--- src/rtl/lenload_pkg.sv ---
package lenload_pkg;

  // Strobes from the frame controller to the register datapath
  typedef struct packed {
    logic bitIn;    // synchronized serial data bit
    logic shift;    // rising serial clock inside a frame
    logic fall;     // falling serial clock inside a frame
    logic hold;     // enable inactive: keep shift logic cleared
    logic ldCfg;    // commit 8-bit frame
    logic ldR;      // commit 16-bit frame
    logic ldA;      // commit 24-bit or cascade frame
    logic promote;  // copy staged R divider field to active copy
  } strobe_t;

  typedef enum logic [1:0] {
    SEL_PORT = 2'b00,
    SEL_DOUT = 2'b01,
    SEL_MAIN = 2'b10,
    SEL_REF  = 2'b11
  } outSel_e;

endpackage

--- src/rtl/lenload_ctrl.sv ---
module lenload_ctrl
  import lenload_pkg::*;
#(
  parameter int CFG_W       = 8,
  parameter int R_W         = 16,
  parameter int A_W         = 24,
  parameter int CASCADE_MIN = 32,
  parameter int SYNC_STAGES = 2
) (
  input  logic    clk,
  input  logic    rstN,
  input  logic    serClk,
  input  logic    serData,
  input  logic    serEnN,
  output strobe_t st
);

  localparam int SAT   = CASCADE_MIN + 1;
  localparam int CNT_W = $clog2(SAT + 1);
  localparam logic [CNT_W-1:0] LEN_CFG  = CNT_W'(CFG_W);
  localparam logic [CNT_W-1:0] LEN_R    = CNT_W'(R_W);
  localparam logic [CNT_W-1:0] LEN_A    = CNT_W'(A_W);
  localparam logic [CNT_W-1:0] LEN_CASC = CNT_W'(CASCADE_MIN);
  localparam logic [CNT_W-1:0] LEN_SAT  = CNT_W'(SAT);

  // Synchronizer chains; the extra top stage holds the previous synced value
  logic [SYNC_STAGES:0]   clkPipe;
  logic [SYNC_STAGES:0]   enPipe;
  logic [SYNC_STAGES-1:0] dataPipe;

  always_ff @(posedge clk or negedge rstN) begin
    if (!rstN) begin
      clkPipe  <= '0;
      enPipe   <= '1;
      dataPipe <= '0;
    end else begin
      clkPipe  <= {clkPipe[SYNC_STAGES-1:0], serClk};
      enPipe   <= {enPipe[SYNC_STAGES-1:0], serEnN};
      dataPipe <= {dataPipe[SYNC_STAGES-2:0], serData};
    end
  end

  logic clkRise, clkFall, enHigh, enRise;
  assign clkRise = clkPipe[SYNC_STAGES-1] & ~clkPipe[SYNC_STAGES];
  assign clkFall = ~clkPipe[SYNC_STAGES-1] & clkPipe[SYNC_STAGES];
  assign enHigh  = enPipe[SYNC_STAGES-1];
  assign enRise  = enHigh & ~enPipe[SYNC_STAGES];

  // Frame bit counter, saturating just past the cascade length
  logic [CNT_W-1:0] bitCount;

  always_ff @(posedge clk or negedge rstN) begin
    if (!rstN)                                bitCount <= '0;
    else if (enHigh)                          bitCount <= '0;
    else if (clkRise && bitCount != LEN_SAT)  bitCount <= bitCount + 1'b1;
  end

  logic isCascade;
  assign isCascade = (bitCount >= LEN_CASC);

  always_comb begin
    st         = '0;
    st.bitIn   = dataPipe[SYNC_STAGES-1];
    st.shift   = clkRise & ~enHigh;
    st.fall    = clkFall & ~enHigh;
    st.hold    = enHigh;
    st.ldCfg   = enRise & (bitCount == LEN_CFG);
    st.ldR     = enRise & (bitCount == LEN_R);
    st.ldA     = enRise & ((bitCount == LEN_A) | isCascade);
    st.promote = enRise & ((bitCount == '0) | (bitCount == LEN_A) | isCascade);
  end

  // a commit never targets more than one register
  a_r2_single_target: assert property (@(posedge clk) disable iff (!rstN)
    $onehot0({st.ldCfg, st.ldR, st.ldA}));

  // counter never runs past its saturation value
  a_r7_count_bounded: assert property (@(posedge clk) disable iff (!rstN)
    bitCount <= LEN_SAT);

  // no commit strobe while a shift is in progress
  a_r8_no_commit_mid_shift: assert property (@(posedge clk) disable iff (!rstN)
    st.shift |-> !(st.ldCfg || st.ldR || st.ldA || st.promote));

endmodule

--- src/rtl/lenload_datapath.sv ---
module lenload_datapath
  import lenload_pkg::*;
#(
  parameter int CFG_W  = 8,
  parameter int R_W    = 16,
  parameter int R_LO_W = 13,
  parameter int A_W    = 24
) (
  input  logic                clk,
  input  logic                rstN,
  input  strobe_t             st,
  input  logic                refPulse,
  input  logic                mainPulse,
  output logic [CFG_W-1:0]    cfgReg,
  output logic [R_W-R_LO_W-1:0] rCtrl,
  output logic [R_LO_W-1:0]   rStage,
  output logic [R_LO_W-1:0]   rActive,
  output logic [A_W-1:0]      aReg,
  output logic                gpOut
);

  localparam int R_HI_W = R_W - R_LO_W;

  logic [A_W-1:0] shReg;
  logic           dataOut;

  // Shift register and daisy-chain output
  always_ff @(posedge clk or negedge rstN) begin
    if (!rstN) begin
      shReg   <= '0;
      dataOut <= 1'b0;
    end else if (st.hold) begin
      shReg   <= '0;
      dataOut <= 1'b0;
    end else begin
      if (st.shift) shReg   <= {shReg[A_W-2:0], st.bitIn};
      if (st.fall)  dataOut <= shReg[A_W-1];
    end
  end

  // Committed registers
  always_ff @(posedge clk or negedge rstN) begin
    if (!rstN) begin
      cfgReg  <= '0;
      rCtrl   <= '0;
      rStage  <= '0;
      rActive <= '0;
      aReg    <= '0;
    end else begin
      if (st.ldCfg) cfgReg <= shReg[CFG_W-1:0];
      if (st.ldR) begin
        rCtrl  <= shReg[R_W-1:R_LO_W];
        rStage <= shReg[R_LO_W-1:0];
      end
      if (st.ldA)     aReg    <= shReg;
      if (st.promote) rActive <= rStage;
    end
  end

  // General-purpose output select
  outSel_e outSel;
  assign outSel = outSel_e'(aReg[A_W-1:A_W-2]);

  always_comb begin
    case (outSel)
      SEL_REF:  gpOut = refPulse;
      SEL_MAIN: gpOut = mainPulse;
      SEL_DOUT: gpOut = dataOut;
      default:  gpOut = aReg[A_W-3];
    endcase
  end

  // registers hold while bits are being shifted
  a_r8_stable_while_shifting: assert property (@(posedge clk) disable iff (!rstN)
    st.shift |=> ($stable(cfgReg) && $stable(aReg) && $stable(rStage)
                  && $stable(rActive) && $stable(rCtrl)));

  // with no commit strobe nothing is written
  a_r6_no_strobe_no_change: assert property (@(posedge clk) disable iff (!rstN)
    !(st.ldCfg || st.ldR || st.ldA || st.promote)
      |=> ($stable(cfgReg) && $stable(aReg) && $stable(rStage) && $stable(rActive)));

  // an A commit promotes the staged divider field
  a_r4_promote_on_a: assert property (@(posedge clk) disable iff (!rstN)
    st.ldA |=> (rActive == $past(rStage)));

  // enable inactive keeps the shift logic cleared
  a_r11_hold_clears: assert property (@(posedge clk) disable iff (!rstN)
    st.hold |=> (shReg == '0 && dataOut == 1'b0));

endmodule

--- src/rtl/lenSerialLoader.sv ---
module lenSerialLoader
  import lenload_pkg::*;
#(
  parameter int CFG_W       = 8,
  parameter int R_W         = 16,
  parameter int R_LO_W      = 13,
  parameter int A_W         = 24,
  parameter int CASCADE_MIN = 32,
  parameter int SYNC_STAGES = 2
) (
  input  logic                  clk,
  input  logic                  rstN,
  input  logic                  serClk,
  input  logic                  serData,
  input  logic                  serEnN,
  input  logic                  refPulse,
  input  logic                  mainPulse,
  output logic [CFG_W-1:0]      cfgReg,
  output logic [R_W-R_LO_W-1:0] rCtrl,
  output logic [R_LO_W-1:0]     rStage,
  output logic [R_LO_W-1:0]     rActive,
  output logic [A_W-1:0]        aReg,
  output logic                  gpOut
);

  strobe_t st;

  lenload_ctrl #(
    .CFG_W(CFG_W), .R_W(R_W), .A_W(A_W),
    .CASCADE_MIN(CASCADE_MIN), .SYNC_STAGES(SYNC_STAGES)
  ) uCtrl (
    .clk(clk), .rstN(rstN), .serClk(serClk), .serData(serData),
    .serEnN(serEnN), .st(st)
  );

  lenload_datapath #(
    .CFG_W(CFG_W), .R_W(R_W), .R_LO_W(R_LO_W), .A_W(A_W)
  ) uData (
    .clk(clk), .rstN(rstN), .st(st), .refPulse(refPulse),
    .mainPulse(mainPulse), .cfgReg(cfgReg), .rCtrl(rCtrl),
    .rStage(rStage), .rActive(rActive), .aReg(aReg), .gpOut(gpOut)
  );

endmodule

--- config.mk ---
export PLATFORM = sky130hd
export DESIGN_NAME = lenSerialLoader
export DESIGN_NICKNAME = d
export VERILOG_FILES = /design/src/rtl/lenload_pkg.sv /design/src/rtl/lenload_ctrl.sv /design/src/rtl/lenload_datapath.sv /design/src/rtl/lenSerialLoader.sv
export SDC_FILE = /design/constraint.sdc
export NUM_CORES = 1
export LEC_CHECK = 0
export ABC_AREA = 1
export CELL_PAD_IN_SITES_DETAIL_PLACEMENT = 0
export CELL_PAD_IN_SITES_GLOBAL_PLACEMENT = 1
export CORE_MARGIN = 1
export CORE_UTILIZATION = 44
export DETAILED_ROUTE_END_ITERATION = 8
export MAX_ROUTING_LAYER = met4
export PLACE_DENSITY = 0.86
export RECOVER_POWER = 25
export REMOVE_ABC_BUFFERS = 1
export SETUP_SLACK_MARGIN = 0.3
export SLEW_MARGIN = 20
export SYNTH_ARGS = -nofsm -noshare
export SYNTH_HDL_FRONTEND = slang
export SYNTH_SLANG_ARGS = --single-unit
--- constraint.sdc ---
create_clock -name clk -period 2.7 [get_ports clk]
set_input_delay 0.405 -clock clk [delete_from_list [all_inputs] [get_ports clk]]
set_output_delay 0.405 -clock clk [all_outputs]
set_load 0.02 [all_outputs]
; ---- Word-level counts from Yosys, hierarchy flattened
; Cells that the tools add are included.
[totals]
reg_bits = 100
in_bits = 7
word_cells = 48
[op_classes]
add_sub_neg = 1
magnitude_cmp = 1
eq_ne = 7
mux = 7
n_bitwise = 16
n_reduce_logical = 5
[op_table]
columns = op, n
row1 = 24-bit two-way mux, 2
row2 = "6-bit by 5-bit equality test with 1-bit output, second input constant", 2
row3 = 6-bit two-way mux, 2
row4 = 1-bit bitwise AND, 9
row5 = "6-bit by 1-bit adder with 6-bit output, second input constant", 1
row6 = "6-bit by 4-bit equality test with 1-bit output, second input constant", 1
row7 = "6-bit greater-or-equal comparator, second input constant", 1
row8 = 6-bit zero test, 1
row9 = "6-bit != test, second input constant", 1
row10 = 2-bit nonzero test, 3
row11 = "2-bit equality test, second input constant", 2
row12 = 1-bit inverter, 4
row13 = 1-bit OR, 3
row14 = 1-bit one-hot mux with 3 select lines, 1
row15 = "2-bit by 1-bit equality test with 1-bit output, second input constant", 1
row16 = 1-bit two-way mux, 2
row17 = 1-bit logical AND, 1

; ---- Longest topological paths before layout
; Gate-level depths: netlist of run 1.
[depth]
depth_word = 5
depth_mapped = 9
depth_no_buf = 8

; ---- Hierarchy
; From an unflattened synthesis of run 1, not the netlist that was laid out.
[unflattened]
cells_unflattened = 442
area_unflattened_um2 = 4052.6
[modules_own_cells]
columns = mod, instances, cells_each, area_per_inst_um2, seq_area_each_um2
row1 = lenload_datapath, 1, 362, 3358.2, 2152.1
row2 = lenload_ctrl, 1, 80, 694.4, 354.1

; ---- Worst setup path before layout of run 1
; No wires, ideal clock.
[synth_timing]
path_type = reg2out
from = register uData.aReg[23]
to = output gpOut
arrival_ns = 1.083
path_slack_ns = 1.212
path_stages_with_launch = 3
path_buffers = 0
cell_sequence = dfrtp_1 o21ai_0 o21ai_0
[synth_via]
elab_chain_len = 2
word_cells_on_any_way = 4
classes_between = eq/ne: 3 / mux: 1
[synth_rtl]
columns = element, line
row1 = from (decl), lenload_datapath.sv:18  ; output logic [A_W-1:0] aReg,
row2 = from (signal assigned), lenload_datapath.sv:55  ; if (st.ldA) aReg <= shReg;
row3 = 2-bit by 1-bit equality test with 1-bit output / 2-bit equality test (equally long branches), lenload_datapath.sv:65  ; case (outSel)
row4 = 1-bit one-hot mux with 3 select lines *, lenload_datapath.sv:65
row5 = to (decl), lenSerialLoader.sv:23  ; output logic gpOut
; Mark *: on every way between the ends. The rest lies on a longest branch, timed or not.

; ---- Final worst setup path of run 1
; Ends and elaborated chain as after synthesis.

==> flow_summary.yaml, run 1 <==
status:
  status: "complete, no violations"
yosys:
  ys_types: 26
  syn_inst: 405
  yosys_warnings: 0
  synth_edf_count: 0
  async_flop_share_pct: 100
  postSynthAreaPerCell_um2: 10.2
  synth_ff_type: "dfrtp_1"
  synth-seq-cells: 100
  synth_area_um2: 4130
  ys_seq_area_share_pct: 60.7
worst_setup_path:
  cp_slowest_cell: "clkdlybuf4s50_1"
  crit_path_max_fanout: 5
  critical_path.top_delay_family: "buffers and inverters"
  worst-path-buf-inv: 2
  critPathLaunchType: "flop"
  crit_type: "reg2out"
  cp-end-kind: "primary output"
  crit_required_ns: 2.30
  crit_chain: "inv_1 -> nor2_1 -> o21ai_0 -> clkdlybuf4s50_1"
  cpPeakStageDelay_ns: 0.63
  worstPathArrival_ns: 1.68
timing:
  final.period_utilization_pct: 77.4
  relSlewSlack_pct: 11.6
  finalHoldViolCount: 0
  setup_violations: 0
  whs_ns: 0.337
  max_freq_mhz: 479
  setup_ws_ns: 0.611
  slew_viol_final: 0
  tightest_slew_ns: 1.33
  finalClockSkew_ns: 0.0132
  fin_crit_ns: 2.09
  rsz0062_at_grt: "false"
  setup-tns-final_ns: 0
global_routing:
  grt_max_degree: 54
  grt_pass1_wl_mm: 14.0
  grt_antenna_before_repair: 0
  grt_pass1_vias: 2833
  overflow: 0
  grt_util_all_layers_pct: 18.9
clock_network:
  cts_buffer_depth: 2
  postCtsSetupBuffers: 0
  cts_tree: "built"
  ctsHtreeMaxLevel: 3
  cts_buffers: 9
  cts_resized: 0
  clk_pin_slew_ns: 0.10
  cts_sinks: 100
  clk_latency_ns: 0.36
  cts_hold_buf: 0
  cts-root-buf: "clkbuf_8"
detailed_routing:
  vias: 2909
  ant_nets: 0
  viasPerCell: 5.02
  wl_mm: 8.19
  dr.pass1.iters: 4
  wl_per_cell_um: 14.1
  drc_errors: 0
  drt_iter0_markers: 138
floorplan:
  die_h_um: 98.9
  rows: 34
  initial_core_util_pct: 46.4
  io_pins: 69
  coreArea_um2: 8890
  die_area_um2: 9780
  die_x_um: 98.9
final_layout:
  nets: 477
  fill_cells: 806
  area_growth_syn_to_layout_pct: 20.7
  diodes: 0
  post-route-cell-area_um2: 4980
  layout_common_cells: "nand2_1, dfrtp_1, clkdlybuf4s50_1"
  drive_gt1_share_pct: 13.8
place:
  pre_cts_ws_ns: 0.607
  gp_congestion: 0.812
  io_buffers: 68
  hpwl_mm: 5.35
  place_area_um2: 4810
power_and_ir_drop:
  total_leakage_power_uw: 0.00225
  power.density_nw_per_um2: 502
  peakVddDrop_mv: 0.281
hold_path:
  hold_path.class: "in2async"
flow_run:
  cap_violations: 0
## cell families (layout without fill, tap and decap cells)
family          after synthesis  count (layout)  share of synthesized area [%]
simple gates                167             167                           18.6
buf+inv                      57             124                           7.52
flops                       100             100                           60.7
xor+xnor                      1               1                          0.212
compound gates               77              77                           12.0
fa+ha+maj                     3               3                          0.909
## per-layer routing
metal	routed length, um	vias up	GRT usage [%]
met4	138	0	7.58
met2	3770	58	27.8
met3	220	11	2.77
met5	0	-	-
li1	-	1440	-
met1	4060	1400	26.6
## through the flow
stage          utilization [%]  instances  total power (uW)
6_report                  56.0        580              2500
4_1_cts                   56.1        580              2530
5_1_grt                   56.0        580              2600
2_1_floorplan                -        385              1580
3_3_place_gp              54.1        564              1640
3_5_place_dp              54.1        564              1640
## synth_stat cells (2+ instances only)
master,instances,area (um2)
o21ai_2,29,254
nand2_4,2,22.5
o21ai_0,28,140
dfstp_2,3,78.8
dfrtp_1,97,2430
buf_2,2,10.0
nand2_2,3,18.8
nor2_2,4,25.0
inv_2,3,11.3
nand2_1,97,364
nand4_1,2,12.5
clkbuf_1,3,11.3
nand3b_1,2,15.0
nor2_1,6,22.5
o21ai_1,19,95.1
buf_4,5,37.5
ha_1,3,37.5
nand3_1,46,230
buf_6,10,113
inv_1,34,128
nor2_4,2,22.5
## power by group
group	internal, uW	switching (uW)	leakage, uW	total [uW]
logic	17.2	73.5	0.000783	90.7
registers	1510	6.38	0.00137	1510
clock network	354	543	0.0000934	897
## path summary, 6_finish.rpt
kind	start	end	slack (ns)	cells past startpoint
worst max-delay path	uData.aReg[23]	gpOut	0.61	4
worst min-delay path	rstN	uData.aReg[1]	0.34	1
min in group clk	uCtrl.dataPipe[0]	uCtrl.dataPipe[1]	0.36	0
worst max register to register	uCtrl.enPipe[1]	uData.shReg[8]	0.76	3
max in group asynchronous	rstN	uData.aReg[23]	0.93	2
worst min register to register	uCtrl.dataPipe[0]	uCtrl.dataPipe[1]	0.36	0
## layout make-up
class | count | area (um2) | share of cell area (%)
Clock buffer | 10 | 128 | 2.56
Inverter | 37 | 139 | 2.79
Tap cell | 108 | 135 | 2.71
Timing Repair Buffer | 71 | 707 | 14.2
Multi-Input combinational cell | 248 | 1310 | 26.3
Sequential cell | 100 | 2510 | 50.3
Clock inverter | 6 | 55.1 | 1.10
## flip-flops by register name, summed over array words and instances, names as in the netlist, 2 cells and up
name and count:
uData.cfgReg 8, uData.aReg 24, uCtrl.dataPipe 2, uData.rActive 13
uCtrl.clkPipe 3, uCtrl.bitCount 6, uData.rCtrl 3, uData.rStage 13
uData.shReg 24, uCtrl.enPipe 3
Note: power is estimated with default switching activity, not from simulation.
==> run 2: changes to the inputs <==
Settings changed: CORE_UTILIZATION 44 to 37, PLACE_DENSITY 0.86 to 0.78.
Clock period 2.7 ns to 1.8 ns, I/O delays scaled along.
==> run 2 against run 1 <==
Compared with the run above:
- sequential share of layout area shrank 2.5 points
- sequential power grew 50%
- flip-flop and latch count did not move
- cell area is 5.1% higher
- clock-buffer cell count fell by 1
- utilization shrank 7.7 points
- power increased by 54%
- critical path depth is 2 higher
- setup slack got worse by 0.33 ns
- non-clock buffer count grew 15
- worst hold slack improved by 0.019 ns
- combinational power is 110% higher
- highest routed layer unchanged
==> flow_summary.yaml, run 2 (same netlist as run 1, synthesis figures left out) <==
timing:
  fin_crit_ns: 1.52
  max_freq_mhz: 659
  final.period_utilization_pct: 84.3
  tightest_slew_ns: 0.894
  setup_violations: 0
  rsz0062_at_grt: "true"
  finalHoldViolCount: 0
  relSlewSlack_pct: 40.4
  slew_viol_final: 0
  finalClockSkew_ns: 0.0124
worst_setup_path:
  cpPeakStageDelay_ns: 0.67
  cp_slowest_cell: "dfstp_1"
  critPathLaunchType: "flop"
  crit_type: "reg2reg"
  crit_chain: "nand2_2 -> nor2_4 -> nand2_8 -> buf_12 -> nand3_1 -> nand2_1"
  crit_path_max_fanout: 24
  cp-end-kind: "flop"
  worstPathArrival_ns: 1.76
  crit_required_ns: 2.04
  worst-r2r-setup-slack_ns: 0.28
detailed_routing:
  wl_mm: 9.08
  vias: 3020
  wl_per_cell_um: 14.5
  drt_iter0_markers: 169
  viasPerCell: 4.81
  drc_errors: 0
  dr.pass1.iters: 4
  ant_nets: 0
floorplan:
  die_area_um2: 11600
  die_h_um: 108
  io_pins: 69
  rows: 38
  die_x_um: 108
  coreArea_um2: 10800
  initial_core_util_pct: 38.1
place:
  gp_congestion: 0.760
  io_buffers: 68
  hpwl_mm: 5.70
  place_area_um2: 4940
flow_run:
  cap_violations: 0
power_and_ir_drop:
  power_frac_seq_pct: 58.9
  p_int_uw: 2950
  clkPwrFrac_pct: 36.2
  total_power_uw: 3850
  p_sw_share_pct: 23.3
  power_frac_comb_pct: 4.9
  p_sw_uw: 899
  peakVddDrop_mv: 0.493
  power.density_nw_per_um2: 735
  total_leakage_power_uw: 0.00266
clock_network:
  clk_pin_slew_ns: 0.09
  cts_buffers: 9
  clk_latency_ns: 0.36
  cts_tree: "built"
  cts-root-buf: "clkbuf_8"
  cts_sinks: 100
  cts_buffer_depth: 2
  ctsHtreeMaxLevel: 3
final_layout:
  layout_common_cells: "dfrtp_1, nand2_1, dlygate4sd2_1"
  reg_top3: "uData.aReg x24, uData.shReg x24"
  layout.cells.most_common: "dfrtp_1"
  area_growth_syn_to_layout_pct: 26.9
  nets: 494
  diodes: 0
  post-route-cell-area_um2: 5240
  drive_gt1_share_pct: 18.9
  fin_util_pct: 48.3
hold_path:
  hold_path.class: "reg2reg"
global_routing:
  grt_util_all_layers_pct: 16.7
  grt_max_degree: 101
  grt_pass1_vias: 3009
  grt_pass1_wl_mm: 14.5
  overflow: 0
  grt_antenna_before_repair: 0
status:
  status: "complete, no violations"
[run 2: power by group through the flow]
stage	clock, uW	combinational [uW]	sequential [uW]
5_1_grt	1530	208	2270
6_report	1400	188	2270
3_3_place_gp	0	156	2310
3_5_place_dp	0	159	2320
4_1_cts	1450	169	2270
2_1_floorplan	0	57.6	2310
[run 2: critical path: cells and delay by family, from the launching register on]
family                 cells  cell delay, ns
and+or+nand+nor            5            0.55
DFF                        1            0.67
buffers and inverters      1            0.17
[run 2: metal layers]
metal / share of wire [%] / global-route usage (%)
met5: 0 / -
met2: 48 / 26.2
met3: 3.4 / 2.42
met1: 47 / 21.3
met4: 1.9 / 8.02
[run 2: area by class of cell]
cell class / count / area (um2)
clock inverters: 6 / 65.1
multi-input cells: 250 / 1420
fillers: 1026 / 5600
clock buffers: 9 / 124
flip-flops and latches: 100 / 2510
inverters: 37 / 141
repair buffers: 86 / 806
well taps: 140 / 175
[run 2: metrics by stage]
stage	hold WS, ns	setup WS [ns]	setup TNS, ns	std cells
final	0.356	0.283	0	628
after global routing	0.362	0.199	0	628
after CTS	0.303	0.132	0	620
after detailed placement	0.337	-0.0423	-0.0423	603
after global placement	0.336	-0.0147	-0.0147	603
after floorplan	-0.0256	0.113	0	385
[run 2: path summary, 6_finish.rpt]
path / endpoint / from / cells after the start
max reg2reg: uData.rActive[4] / uCtrl.enPipe[1] / 6
min: uCtrl.clkPipe[1] / uCtrl.clkPipe[0] / 0
min in group asynchronous: uData.cfgReg[2] / rstN / 3
max in group asynchronous: uCtrl.bitCount[5] / rstN / 3
max: uData.rActive[4] / uCtrl.enPipe[1] / 6
min reg2reg: uCtrl.clkPipe[1] / uCtrl.clkPipe[0] / 0
[run 2: what timing repair did]
| action | in CTS | in global routing |
|---|---|---|
| cloned | 0 | 2 |
| endpoints found under the hold margin | 90 | 0 |
| setup buffers | 1 | 6 |
| endpoints found under the setup margin | 93 | 78 |
| resized for setup | 69 | 28 |
| pin swaps | 0 | 6 |
| hold buffers | 1 | 0 |
